**src/rtl/cbc_pkg.sv**
```systemverilog
package cbc_pkg;
  typedef enum logic [1:0] {
    MODE_CLEAR = 2'd0,
    MODE_LOAD  = 2'd1,
    MODE_INCR  = 2'd2,
    MODE_HOLD  = 2'd3
  } cbc_mode_e;
endpackage

```
**src/rtl/cbc_mode_sel.sv**
```systemverilog
module cbc_mode_sel
  import cbc_pkg::*;
(
  input  logic      sync_clr,
  input  logic      load_n,
  input  logic      en_par,
  input  logic      en_trk,
  output cbc_mode_e mode
);
  // fixed precedence: clear, load, increment, hold
  always_comb begin
    if (sync_clr)             mode = MODE_CLEAR;
    else if (!load_n)         mode = MODE_LOAD;
    else if (en_par && en_trk) mode = MODE_INCR;
    else                      mode = MODE_HOLD;
  end
endmodule

```
**src/rtl/cbc_state_reg.sv**
```systemverilog
module cbc_state_reg
  import cbc_pkg::*;
#(
  parameter int W         = 4,
  parameter bit ASYNC_RST = 1'b1
) (
  input  logic         clk,
  input  logic         rst_n,
  input  cbc_mode_e    mode,
  input  logic [W-1:0] din,
  output logic [W-1:0] q
);
  logic [W-1:0] nxt;

  always_comb begin
    case (mode)
      MODE_CLEAR: nxt = '0;
      MODE_LOAD:  nxt = din;
      MODE_INCR:  nxt = q + W'(1);
      default:    nxt = q;
    endcase
  end

  generate
    if (ASYNC_RST) begin : g_async
      always_ff @(posedge clk or negedge rst_n) begin
        if (!rst_n) q <= '0;
        else        q <= nxt;
      end
    end else begin : g_sync
      always_ff @(posedge clk) begin
        q <= nxt;
      end
    end
  endgenerate
endmodule

```
**src/rtl/cbc_tc_decode.sv**
```systemverilog
module cbc_tc_decode #(
  parameter int W = 4
) (
  input  logic [W-1:0] q,
  input  logic         en_trk,
  output logic         tc
);
  localparam logic [W-1:0] ALL_ONES = '1;
  assign tc = en_trk && (q == ALL_ONES);
endmodule

```
**src/rtl/casc_bin_counter.sv**
```systemverilog
module casc_bin_counter
  import cbc_pkg::*;
#(
  parameter int W         = 4,
  parameter bit ASYNC_RST = 1'b1
) (
  input  logic         clk,
  input  logic         rst_n,
  input  logic         load_n,
  input  logic [W-1:0] din,
  input  logic         en_par,
  input  logic         en_trk,
  output logic [W-1:0] count,
  output logic         tc_out
);
  cbc_mode_e mode;
  logic      sync_clr;

  // the asynchronous style clears at the flop, so the mode path never sees it
  assign sync_clr = ASYNC_RST ? 1'b0 : !rst_n;

  cbc_mode_sel u_mode (
    .sync_clr(sync_clr),
    .load_n  (load_n),
    .en_par  (en_par),
    .en_trk  (en_trk),
    .mode    (mode)
  );

  cbc_state_reg #(.W(W), .ASYNC_RST(ASYNC_RST)) u_state (
    .clk  (clk),
    .rst_n(rst_n),
    .mode (mode),
    .din  (din),
    .q    (count)
  );

  cbc_tc_decode #(.W(W)) u_tc (
    .q     (count),
    .en_trk(en_trk),
    .tc    (tc_out)
  );
endmodule

```
**config.mk**
```make
export PLATFORM = sky130hd
export DESIGN_NAME = casc_bin_counter
export DESIGN_NICKNAME = d
export VERILOG_FILES = /design/src/rtl/cbc_pkg.sv /design/src/rtl/cbc_mode_sel.sv /design/src/rtl/cbc_state_reg.sv /design/src/rtl/cbc_tc_decode.sv /design/src/rtl/casc_bin_counter.sv
export SDC_FILE = /design/constraint.sdc
export NUM_CORES = 1
export LEC_CHECK = 0
export CORE_AREA = 5 5 42 44
export CTS_CLUSTER_SIZE = 30
export DETAILED_ROUTE_END_ITERATION = 7
export DIE_AREA = 0 0 47 49
export GPL_ROUTABILITY_DRIVEN = 1
export PLACE_DENSITY = 0.54
export SLEW_MARGIN = 40
export SYNTH_ARGS = -nofsm -noshare
export SYNTH_HDL_FRONTEND = slang
export SYNTH_SLANG_ARGS = --single-unit
```
**constraint.sdc**
```tcl
create_clock -name clk -period 1.1 [get_ports clk]
set_input_delay 0.22 -clock clk [delete_from_list [all_inputs] [get_ports clk]]
set_output_delay 0.22 -clock clk [all_outputs]
set_load 0.01 [all_outputs]
```
==> metrics <==
RSZ-0062 raised after global routing=yes; Total GRT Usage=0.0607; Die Y=49 µm; HP Class=in2async; fin util=0.336; Layout Nets=58; largest net degree at the start of global routing=9; Final Max Tran Viols=0; Worst Hold Margin=199 ps; Yosys reg bits=4; Clock Latency Late Sink=240 ps; initial core utilization=0.155; DIE AREA=2300 µm²; Die W=47 µm; initial antenna violation count=0; CTS tree=built; total CTS buffers=3; number of global-route vias before repair=229; Final WS setup=-189 ps; clock tree buffer depth=2; Clock Skew=2.69 ps; Synth Instances=23; max reg flops=4; Placer Congestion=0.679; Hold Buf Count CTS=0; failing checks=negative setup slack; WL per Instance=10.0 µm; Syn Nets=33; status=finished with violations; Max-Cap Viols=0; synth unique cells=13; core area=1400 µm²; CP arrival=1070 ps; final setup violation count=2; final antenna-violating net count=0; fraction of layout cells with a size suffix above 1=0.435; VDD IR max=548 µV; DR vias=252; Overflow after GRT=0; DRT iter0 DRCs=1; Pre-antenna DRT Iters=2; sequential share of the synthesized area=0.460; num rows=14; P_leak=0.210 nW; syn avg cell area=9.47 µm²; WS Path Type=reg2out; vias per cell=4.06; Root Buffer=clkbuf_4; Worst-Margin Slew=271 ps; Filler cells=149; Power Density=1200 nW/µm²; clock sinks=4; critical path capture point type=output port; Slew Limit Headroom=0.819; synthesized cell area=218 µm²; Biggest register=u_state.q; dpl ws=-558 ps; Min Clock Period, post-route=1290 ps; I/O Buffers=13; Yosys Warn Count=0; Fmax achieved=776 MHz; Hold Fails Final Rpt=0; biggest regs=u_state.q (4); drt drc=0; antenna cells=0; Syn-to-layout area delta=116%; CTS clk-pin slew, worst paths=40 ps; drt total wl=620 µm; htree depth=1; I/O Pins=14; period utilisation layout=1.17; CP startpoint kind=register; HPWL Detailed=477 µm; Critical Path RT=880 ps; first-pass GRT wire length=938 µm; CP Max Fanout=2
per-stage QoR:
step	total power (W)	instance area, µm²	TNS, ps	cells
global placement	0.000348	409	-1810	57
CTS	0.000549	440	-183	61
finish	0.000566	470	-290	62
detailed placement	0.000350	409	-1860	57
floorplan	0.000237	218	0	23
global route	0.000608	470	-551	62
metal layers:
metal	GRT usage	wire (µm)	up-vias	share of wire
met4	0.0138	0	0	0
met5	0	0	-	0
met3	0.0664	127	0	0.20
met1	0.0686	220	108	0.35
li1	-	-	130	-
met2	0.0769	272	14	0.44
cell usage in the layout (no fill, tap or decap):
cell type,instances
a21oi_1,3
a31oi_1,1
and4_4,1
buf_4,5
buf_6,8
clkbuf_4,3
clkdlybuf4s50_1,6
dfrtp_1,4
dlygate4sd2_1,2
ha_2,1
mux2i_1,1
nand2_2,1
nand3_1,1
nand3_2,1
nor2_1,4
o21ai_0,1
or3_1,1
xor2_1,2
cell type report:
type                    count  area (µm²)  area share
repair buffers             21         205       0.436
clock buffers               3        22.5      0.0479
multi-input cells          18         123       0.261
well taps                  16        20.0      0.0426
flip-flops and latches      4         100       0.213
where the power goes:
group | internal [W] | leakage (nW) | switching (W) | total, W
registers | 0.000165 | 0.0448 | 0.0000103 | 0.000176
clock network | 0.000122 | 0.0138 | 0.0000611 | 0.000183
logic | 0.000131 | 0.151 | 0.0000765 | 0.000208
final timing paths:
kind	cells after the start	from	to	slack, ps
worst max-delay path	3	u_state.q[0]	tc_out	-190
worst min-delay path	1	rst_n	u_state.q[2]	200
worst max register to register	6	u_state.q[0]	u_state.q[2]	-100
worst min register to register	3	u_state.q[3]	u_state.q[3]	660
max in group asynchronous	1	rst_n	u_state.q[0]	720
min in group clk	4	en_par	u_state.q[3]	530
what timing repair did:
action                                  CTS  global route
cloned                                    0             0
pin swaps                                 4             4
endpoints found under the setup margin    6             7
setup buffers                             1             1
gates resized for setup                  28             5
cell usage after synthesis, drive strengths merged:
| master | number | area share |
|---|---|---|
| a21oi | 3 | 0.069 |
| nor2 | 4 | 0.069 |
| a31oi | 1 | 0.029 |
| o21ai | 1 | 0.023 |
| xor2 | 2 | 0.080 |
| dfrtp | 4 | 0.46 |
| mux2i | 1 | 0.046 |
| and4 | 1 | 0.046 |
| ha | 1 | 0.057 |
| clkbuf | 1 | 0.017 |
| nand3 | 2 | 0.046 |
| nand2 | 1 | 0.029 |
| or3 | 1 | 0.029 |
critical path: stages (launching register included):
cell     delay (ps)
dfrtp_1         340
ha_2            190
and4_4          200
buf_6           100
cell families after synthesis:
kind of cell,after synthesis,synth area share
AO/OA/AOI/OAI,5,0.121
XOR/XNOR,2,0.0805
adder cells (fa/ha/maj),1,0.0575
buffers and inverters,1,0.0172
flip-flops,4,0.460
multiplexers,1,0.0460
AND/OR/NAND/NOR,9,0.218
Power figures use the tool's default switching activity.
